===== src/rtl/rs_pkg.sv =====
package rs_pkg;
  localparam int DBL_W = 64;
  localparam int EXP_W = 11;
  localparam int FRC_W = 52;
  localparam int SIG_W = FRC_W + 1;

  // One decoded element as held in the row buffer
  typedef struct packed {
    logic             sign;
    logic [EXP_W-1:0] exp;      // effective biased exponent
    logic [SIG_W-1:0] sig;      // significand incl. implicit bit
    logic             special;  // infinity or NaN
    logic             zero;     // +0 or -0
  } rs_elem_t;

  typedef enum logic {ST_FILL = 1'b0, ST_DRAIN = 1'b1} rs_state_e;
endpackage


===== src/rtl/rs_unpack.sv =====
module rs_unpack
  import rs_pkg::*;
(
  input  logic [DBL_W-1:0] word,
  output rs_elem_t         elem
);
  logic [EXP_W-1:0] field;

  always_comb begin
    field        = word[DBL_W-2:FRC_W];
    elem.sign    = word[DBL_W-1];
    elem.special = &field;
    elem.zero    = (word[DBL_W-2:0] == '0);
    if (field == '0) begin
      // subnormal or zero: exponent 1, no hidden bit
      elem.exp = EXP_W'(1);
      elem.sig = {1'b0, word[FRC_W-1:0]};
    end else begin
      elem.exp = field;
      elem.sig = {1'b1, word[FRC_W-1:0]};
    end
  end
endmodule


===== src/rtl/rs_align.sv =====
module rs_align
  import rs_pkg::*;
#(
  parameter int NSLICE  = 7,
  parameter int SLICE_W = 8
) (
  input  rs_elem_t                    elem,
  input  logic [EXP_W-1:0]            row_exp,
  output logic [NSLICE*SLICE_W-1:0]   mag,
  output logic                        sticky
);
  localparam int W = NSLICE * SLICE_W;
  localparam logic [EXP_W-1:0] W_E = EXP_W'(W);

  logic [EXP_W-1:0] shift;
  logic [W-1:0]     ext;
  logic [W-1:0]     lost_mask;

  always_comb begin
    shift     = (row_exp > elem.exp) ? (row_exp - elem.exp) : '0;
    ext       = W'(elem.sig);
    lost_mask = '0;
    mag       = '0;
    sticky    = 1'b0;
    if (elem.special || elem.zero) begin
      mag    = '0;
      sticky = 1'b0;
    end else if (shift >= W_E) begin
      mag    = '0;
      sticky = |elem.sig;
    end else begin
      lost_mask = (W'(1) << shift) - W'(1);
      mag       = ext >> shift;
      sticky    = |(ext & lost_mask);
    end
  end
endmodule


===== src/rtl/fp64_slice_splitter.sv =====
module fp64_slice_splitter
  import rs_pkg::*;
#(
  parameter int ROW_MAX = 16,
  parameter int NSLICE  = 7,
  parameter int SLICE_W = 8
) (
  input  logic                      clk,
  input  logic                      rst_n,
  input  logic                      in_valid,
  output logic                      in_ready,
  input  logic [63:0]               in_data,
  input  logic                      in_last,
  output logic                      out_valid,
  input  logic                      out_ready,
  output logic                      out_sign,
  output logic [NSLICE*SLICE_W-1:0] out_slices,
  output logic                      out_sticky,
  output logic [10:0]               out_exp,
  output logic                      out_exc,
  output logic                      out_last
);
  localparam int W     = NSLICE * SLICE_W;
  localparam int IDX_W = (ROW_MAX > 1) ? $clog2(ROW_MAX) : 1;
  localparam logic [IDX_W-1:0] IDX_LAST = IDX_W'(ROW_MAX - 1);

  // reset: asserted asynchronously, released on a clock edge
  logic [1:0] rsync_q;
  logic       rst_int_n;

  always_ff @(posedge clk or negedge rst_n) begin
    if (!rst_n) rsync_q <= 2'b00;
    else        rsync_q <= {rsync_q[0], 1'b1};
  end
  assign rst_int_n = rsync_q[1];

  rs_state_e        state_q, state_d;
  logic [IDX_W-1:0] wr_q, wr_d, rd_q, rd_d, lastidx_q, lastidx_d;
  logic [EXP_W-1:0] rexp_q, rexp_d;
  logic             exc_q, exc_d;
  rs_elem_t         buf_q [ROW_MAX];

  rs_elem_t         in_elem, out_elem;
  logic             acc, pop;
  logic [W-1:0]     mag;
  logic             sticky;

  rs_unpack u_unpack (.word(in_data), .elem(in_elem));

  assign in_ready  = (state_q == ST_FILL);
  assign out_valid = (state_q == ST_DRAIN);
  assign acc       = in_valid && in_ready;
  assign pop       = out_valid && out_ready;
  assign out_elem  = buf_q[rd_q];

  // next-state logic
  always_comb begin
    state_d   = state_q;
    wr_d      = wr_q;
    rd_d      = rd_q;
    lastidx_d = lastidx_q;
    rexp_d    = rexp_q;
    exc_d     = exc_q;
    if (acc) begin
      wr_d  = wr_q + 1'b1;
      exc_d = exc_q | in_elem.special;
      if (!in_elem.special && !in_elem.zero && (in_elem.exp > rexp_q))
        rexp_d = in_elem.exp;
      if (in_last || (wr_q == IDX_LAST)) begin
        state_d   = ST_DRAIN;
        lastidx_d = wr_q;
        rd_d      = '0;
      end
    end
    if (pop) begin
      if (rd_q == lastidx_q) begin
        state_d = ST_FILL;
        wr_d    = '0;
        rexp_d  = '0;
        exc_d   = 1'b0;
      end else begin
        rd_d = rd_q + 1'b1;
      end
    end
  end

  // control registers
  always_ff @(posedge clk or negedge rst_int_n) begin
    if (!rst_int_n) begin
      state_q   <= ST_FILL;
      wr_q      <= '0;
      rd_q      <= '0;
      lastidx_q <= '0;
      rexp_q    <= '0;
      exc_q     <= 1'b0;
    end else begin
      state_q   <= state_d;
      wr_q      <= wr_d;
      rd_q      <= rd_d;
      lastidx_q <= lastidx_d;
      rexp_q    <= rexp_d;
      exc_q     <= exc_d;
    end
  end

  // row buffer, written with an explicit enable, no reset
  always_ff @(posedge clk) begin
    if (acc) buf_q[wr_q] <= in_elem;
  end

  rs_align #(.NSLICE(NSLICE), .SLICE_W(SLICE_W)) u_align (
    .elem(out_elem), .row_exp(rexp_q), .mag(mag), .sticky(sticky)
  );

  assign out_sign   = out_elem.sign;
  assign out_slices = mag;
  assign out_sticky = sticky;
  assign out_exp    = rexp_q;
  assign out_exc    = exc_q;
  assign out_last   = (rd_q == lastidx_q);

  // the cap-length beat closes the row
  a_r1_row_cap: assert property (@(posedge clk) disable iff (!rst_int_n)
    acc && (wr_q == IDX_LAST) |=> out_valid && !in_ready);

  // outputs hold under backpressure
  a_r2_hold: assert property (@(posedge clk) disable iff (!rst_int_n)
    out_valid && !out_ready |=> out_valid && $stable(out_slices)
      && $stable(out_last) && $stable(out_exp) && $stable(out_sign));

  // no finite nonzero element sits above the row exponent
  a_r4_exp_bound: assert property (@(posedge clk) disable iff (!rst_int_n)
    out_valid && !out_elem.special && !out_elem.zero |-> out_elem.exp <= out_exp);

  // loss only occurs on a nonzero alignment shift
  a_r8_sticky_shift: assert property (@(posedge clk) disable iff (!rst_int_n)
    out_valid && out_sticky |-> out_elem.exp < out_exp);

  // specials flag the row and emit nothing
  a_r9_special_quiet: assert property (@(posedge clk) disable iff (!rst_int_n)
    out_valid && out_elem.special |-> out_exc && (out_slices == '0) && !out_sticky);

  // a zero row exponent means nothing to slice
  a_r10_zero_row: assert property (@(posedge clk) disable iff (!rst_int_n)
    out_valid && (out_exp == '0) |-> (out_slices == '0));
endmodule


===== config.mk =====
export PLATFORM = sky130hd
export DESIGN_NAME = fp64_slice_splitter
export DESIGN_NICKNAME = d
export VERILOG_FILES = /design/src/rtl/rs_pkg.sv /design/src/rtl/rs_unpack.sv /design/src/rtl/rs_align.sv /design/src/rtl/fp64_slice_splitter.sv
export SDC_FILE = /design/constraint.sdc
export NUM_CORES = 1
export LEC_CHECK = 0
export ABC_AREA = 1
export BUFFER_PORTS_ARGS = -buffer_cell sky130_fd_sc_hd__buf_2
export CAP_MARGIN = 30
export CORE_AREA = 2 2 448 450
export CTS_BUF_LIST = sky130_fd_sc_hd__clkbuf_4 sky130_fd_sc_hd__clkbuf_8
export DETAILED_ROUTE_END_ITERATION = 8
export DIE_AREA = 0 0 450 452
export HOLD_SLACK_MARGIN = 0.02
export PLACE_DENSITY = 0.51
export SYNTH_ARGS = -nofsm -noshare
export SYNTH_HDL_FRONTEND = slang
export SYNTH_SLANG_ARGS = --single-unit

===== constraint.sdc =====
create_clock -name clk -period 9 [get_ports clk]
set_input_delay 1.35 -clock clk [delete_from_list [all_inputs] [get_ports clk]]
set_output_delay 1.35 -clock clk [all_outputs]
set_load 0.01 [all_outputs]

== Word level (Yosys, flattened, before mapping) ==
Memory sizes are Yosys's and may differ from the RTL's.
Index checks and enable logic that the tools add are counted.
Widths: inputs -> output; s select.

* Flip-flop bits (word level): 27
* Bits in writable memories: 1072
* Input port bits: 69
* Output and inout port bits: 73
* Word-level logic and storage cells: 62
* Memories: 1

{| class="wikitable"
|+ Memories
! name !! depth !! width !! read ports !! clocked after memory_dff !! wr ports !! line !! RTL
|-
| buf_q || 16 || 67 || 1 || 0 || 1 || fp64_slice_splitter.sv:41 || <nowiki>rs_elem_t buf_q [ROW_MAX];</nowiki>
|}

* Add/subtract/negate cells: 4
* Order comparisons: 3
* Eq/ne operators: 2
* Shift operators: 2
* Mux-type cells: 26
* Bitwise operators: 3
* Reductions and logical operators: 14

{| class="wikitable"
|+ Operators by type and width
! operator !! count
|-
| $mux 56 || 2
|-
| $mux 64 || 1
|-
| $logic_not 63->1 || 1
|-
| $and 53x56->56 || 1
|-
| $reduce_or 56->1 || 1
|-
| $shl 1x11->56 const A || 1
|-
| $shr 53x11->56 || 1
|-
| $sub 56x2->56 const B || 1
|-
| $mux 11 || 5
|-
| $reduce_or 53->1 || 1
|-
| $mux 4 || 7
|-
| $gt 11x11->1 || 2
|-
| $ge 11x6->1 const B || 1
|-
| $logic_not 11->1 || 1
|-
| $mux 1 || 11
|-
| $reduce_and 11->1 || 1
|-
| $sub 11x11->11 || 1
|-
| $add 4x1->4 const B || 2
|-
| $eq 4x4->1 || 1
|-
| $eq 4x4->1 const B || 1
|-
| $logic_and 1x1->1 || 4
|-
| $logic_not 1->1 || 2
|-
| $logic_or 1x1->1 || 2
|-
| $reduce_and 2->1 || 1
|-
| 2 further kinds || 2
|}

== Longest topological paths before layout ==
An unclocked memory read counts as a cell.

* Depth in word-level cells: 9
* Mapped depth: 46
* Depth with buffers taken out: 40

== By module ==
Synthesis repeated with hierarchy kept, for this count alone.

* Cell total of the unflattened synthesis: 4846
* Area total of the unflattened synthesis: 50634.8 µm²

{| class="wikitable"
|+ By module, submodules not included
! module !! times used !! cells an instance !! area each (µm²) !! sequential area each (µm²)
|-
| fp64_slice_splitter || 1 || 3331 || 43289.0 || 32866.5
|-
| rs_align || 1 || 1349 || 6500.0 || 0.0
|-
| rs_unpack || 1 || 166 || 845.8 || 0.0
|}

== Least setup slack after synthesis ==
OpenSTA, ideal clock, no wires.

* Path kind: flip-flop to output port
* From: register rd_q[0]
* To: output out_sticky
* Data arrival time: 5580 ps
* Required time: 7650 ps
* Setup slack: 2070 ps
* Cell stages (with the launch flop): 45
* Buffers on the path: 7
* Cell sequence: dfrtp_1 -> clkinv_1 -> clkbuf_1 -> buf_2 -> clkbuf_1 -> clkbuf_1 -> clkbuf_1 -> clkbuf_1 -> nor2_1 -> o221ai_1 -> o211ai_1 -> nand2_1 -> ha_1 -> inv_1 -> fa_1 -> nand2_1 -> nand2_1 -> nand3_1 -> [... 9 more ...] -> nor2_1 -> inv_1 -> ha_1 -> nand3_2 -> inv_2 -> nand2_4 -> nor2_4 -> buf_6 -> nand2_2 -> nand2_1 -> nand3_1 -> nand2_1 -> nor2_1 -> nand3_1 -> nor2_1 -> nand3_1 -> nand2_1 -> inv_1

* Word-level cells in the longest chain between the ends: 9
* Elaborated cells between the ends (all ways): 13
* Those cells by class: add/sub (2); order compare (2); shift (1); mux (3); bitwise (1); reduce/logical (3); memory (1)

{| class="wikitable"
|+ Ends and longest elaborated chain
! element !! line !! RTL
|-
| start: declaration || fp64_slice_splitter.sv:38 || <nowiki>logic [IDX_W-1:0] wr_q, wr_d, rd_q, rd_d, lastidx_q, lastidx_d;</nowiki>
|-
| start signal: assignment || fp64_slice_splitter.sv:99 || <nowiki>rd_q <= rd_d;</nowiki>
|-
| $mem_v2 16x67 (*) || -- ||
|-
| $sub 11x11->11 or $gt 11x11->1 (tied branches) || rs_align.sv:20 || <nowiki>shift = (row_exp > elem.exp) ? (row_exp - elem.exp) : '0;</nowiki>
|-
| $mux 11 || rs_align.sv:20 ||
|-
| $shl 1x11->56 || rs_align.sv:32 || <nowiki>lost_mask = (W'(1) << shift) - W'(1);</nowiki>
|-
| $sub 56x2->56 || rs_align.sv:32 ||
|-
| $and 53x56->56 || rs_align.sv:34 || <nowiki>sticky = |(ext & lost_mask);</nowiki>
|-
| $reduce_or 56->1 || rs_align.sv:34 ||
|-
| $mux 1 || rs_align.sv:28 || <nowiki>end else if (shift >= W_E) begin</nowiki>
|-
| $mux 1 (*) || rs_align.sv:25 || <nowiki>if (elem.special || elem.zero) begin</nowiki>
|-
| end: declaration || fp64_slice_splitter.sv:18 || <nowiki>output logic out_sticky,</nowiki>
|}

Every way passes the cells marked *; elsewhere a longest branch is shown, timed or not.

== Worst setup path after layout ==
* From: register rd_q[1]
* To: output out_sticky

Same word-level chain as after synthesis.

==> out/qor.txt <==
Grt total ovfl = 0
Antenna violation net count after detailed routing = 0
Most used DFF post-synth = edfxtp_1
Leading area contributor after synthesis = edfxtp_1
Final wirelength = 167000 um
Most frequent CP cell = nand2_1
WP depth = 30
Fraction of layout cells with a size suffix above 1 = 13.2%
Fin crit share = 94.5%
Library cells used by synthesis = 62
First-pass GRT wire length = 243000 um
Top cells by area, synth = edfxtp_1 65%, o21ai_0 6.8%, nor2_1 5.4%
Final hold violations = 0
Syn Area/Cell = 11.2 sq um
CP top delay family = simple AND/OR/NAND/NOR gates
Yosys warns = 0
Share of the synthesized area in the top cell type = 65.0%
WL per Instance = 22.9 um
Total GRT Usage = 15.9%
Initial core utilization = 24.9%
DRC = 0
CTS H-tree lvls = 4
TritonCTS clock tree = done
Vias = 36.4k
# rows = 164
FMAX = 118 MHz
Worst Setup End Kind = primary output
Buf/Inv on CP = 7
Clock slew at reported path FFs = 0.06 ns
Clock Path Buffers = 3
Root buffer cell = clkbuf_8
Largest net degree at the start of global routing = 207
Layout Skew = 0.0297 ns
DP Wirelength = 99600 um
Slew @ Worst Pin = 1.19 ns
Worst path slowest cell = nor3_1
Max Slew Vio Count = 0
Slew HR = 20.7%
# setup viols final = 0
TNS Setup = 0 ns
Area of the multi-input gates = 14900 sq um
IO buf count = 138
1st-pass router iterations = 5
Synth Register Bits = 1099
Core Area = 199000 sq um
Sequential cell area = 32900 sq um
HP Class = primary input to asynchronous set/reset pin
P&R area growth vs syn = 14.6%
Insertion delay to the later sink of the worst-skew pair = 0.87 ns
Maxcap violations = 0
Placed inst area = 53200 sq um
Vias per cell = 4.98
Clock buffers created by TritonCTS = 175
Critical path fanouts, max = 100
Worst EP required = 7.65 ns
Crit path kind = register to primary output
Final Critical Period = 8.51 ns
RSZ-0062 raised after global routing = no
CP peak stage delay = 0.67 ns
Reg2reg path depth = 7
Vias in the first global route = 35.0k
Startpoint Class = register
DIE WIDTH = 450 um
RePlAce Congestion = 0.957
Fill cells = 20.7k
Status = complete, no violations
Seq/Total Area, Yosys = 66.4%
Initial antenna violation count = 33
Post-synthesis cell area = 49500 sq um
Final Cell Area = 56700 sq um
# IOs = 142
Hold WS = 0.267 ns
Cells after Synth = 4410
Leading cell type in the layout, fill and taps excluded = edfxtp_1
Async S/R FF share, synth = 2.46%
Most frequent cells in the layout = 1072 x edfxtp_1, 700 x nor2_1, 676 x o21ai_0
Nets = 4603
Num Clock Sinks = 1099
Die H = 452 um
Post-CTS Hold Buffers = 0
Die area = 203000 sq um
Iter 0 DRT Violations = 3799
Post-synth EDFFs = 1072
Worst EP arrival = 7.16 ns
==> what timing repair did <==
item,in CTS,in global routing
setup buffers,0,4
resized for setup,0,13
endpoints found under the setup margin,0,45
==> worst register-to-register path: stages, from the launching register on <==
cell and delay (ns):
dfrtp_1 0.42, inv_1 0.14, nand2_1 0.15, inv_1 0.22, nand2_1 0.27, nor2_4 0.81
buf_4 0.64, buf_4 0.67
==> metal layers <==
| layer | wire length (um) | share of wire [%] | vias to the layer above | GRT usage (%) |
|---|---|---|---|---|
| met5 | 110 | 0.066 | - | 0 |
| met4 | 4100 | 2.5 | 16 | 4.91 |
| met2 | 76300 | 46 | 1409 | 25.0 |
| met3 | 11100 | 6.6 | 263 | 2.58 |
| met1 | 75700 | 45 | 18299 | 22.5 |
| li1 | - | - | 16430 | - |
==> stage by stage <==
| stage | cells | worst slack, ns | util [%] |
|---|---|---|---|
| 6_report | 7308 | 0.493 | 28.6 |
| 5_1_grt | 7308 | 0.0172 | 28.6 |
| 4_1_cts | 7293 | 0.256 | 28.5 |
| 3_5_place_dp | 6979 | 1.27 | 26.8 |
| 3_3_place_gp | 6967 | 1.29 | 26.7 |
| 2_1_floorplan | 4412 | 2.07 | - |
==> cell families (layout without fill, tap and decap cells) <==
logic type / after synthesis / count (layout) / share of synthesized area, %
simple gates: 1642 / 1642 / 14.5
compound gates: 1130 / 1130 / 13.7
flops: 1099 / 1099 / 66.4
buf+inv: 465 / 695 / 3.76
mux: 31 / 31 / 0.627
fa+ha+maj: 29 / 29 / 0.748
xor+xnor: 12 / 12 / 0.212
other cells: 2 / 14 / 0.0152
==> final timing paths <==
check / startpoint / endpoint / slack (ns)
max in group asynchronous: rsync_q[1]$_DFF_PN0_ / rd_q[3]$_DFF_PN0_ / 8.42
hold / removal: rst_n / rsync_q[1]$_DFF_PN0_ / 0.27
setup / recovery: rd_q[1]$_DFF_PN0_ / out_sticky / 0.49
hold reg to reg: rsync_q[1]$_DFF_PN0_ / out_exp[2]$_DFF_PN0_ / 0.27
setup reg to reg: out_valid$_DFF_PN0_ / buf_q[6][20]$_DFFE_PP_ / 5.28
min in group clk: rsync_q[0]$_DFF_PN0_ / rsync_q[1]$_DFF_PN0_ / 0.35
==> layout make-up <==
class	count	area share [%]
Sequential cell	1099	58.0
Multi-Input combinational cell	2848	26.3
Tap cell	2656	5.86
Clock buffer	242	5.17
Timing Repair Buffer	223	2.85
Inverter	158	1.12
Clock inverter	72	0.719
Antenna cell	10	0.0441
==> flip-flops by register name, indices dropped and copies added, names as in the netlist <==
name / count
buf_q: 1072
lastidx_q: 4
out_exc: 1
out_exp: 11
out_valid: 1
rd_q: 4
rsync_q: 2
wr_q: 4
==> cell usage after synthesis, types with 3 or more instances <==
library cell / count
o211ai_1: 73
nor2_1: 715
nor3_2: 4
nand4_1: 39
a221oi_1: 7
edfxtp_1: 1072
nand3_1: 201
clkinv_1: 4
a21oi_1: 63
mux2i_1: 31
xor2_1: 10
nor3_1: 30
nand3_2: 11
buf_1: 22
nand3b_1: 9
buf_6: 9
nand4_4: 3
nor2_4: 13
a211oi_1: 10
a22oi_1: 5
dfrtp_1: 27
nand2_2: 14
nand2_1: 528
nor2_2: 21
o21ai_0: 677
inv_1: 141
o22ai_1: 77
nand2_4: 3
ha_1: 28
buf_2: 14
nor4_1: 33
nor2_8: 4
o31ai_1: 6
o221ai_1: 198
inv_2: 10
buf_4: 6
nand4_2: 5
clkbuf_1: 256
o21ai_1: 3
Power is not shown: default switching activity piles up to over one toggle a cycle in this logic, so the estimate is an artifact.
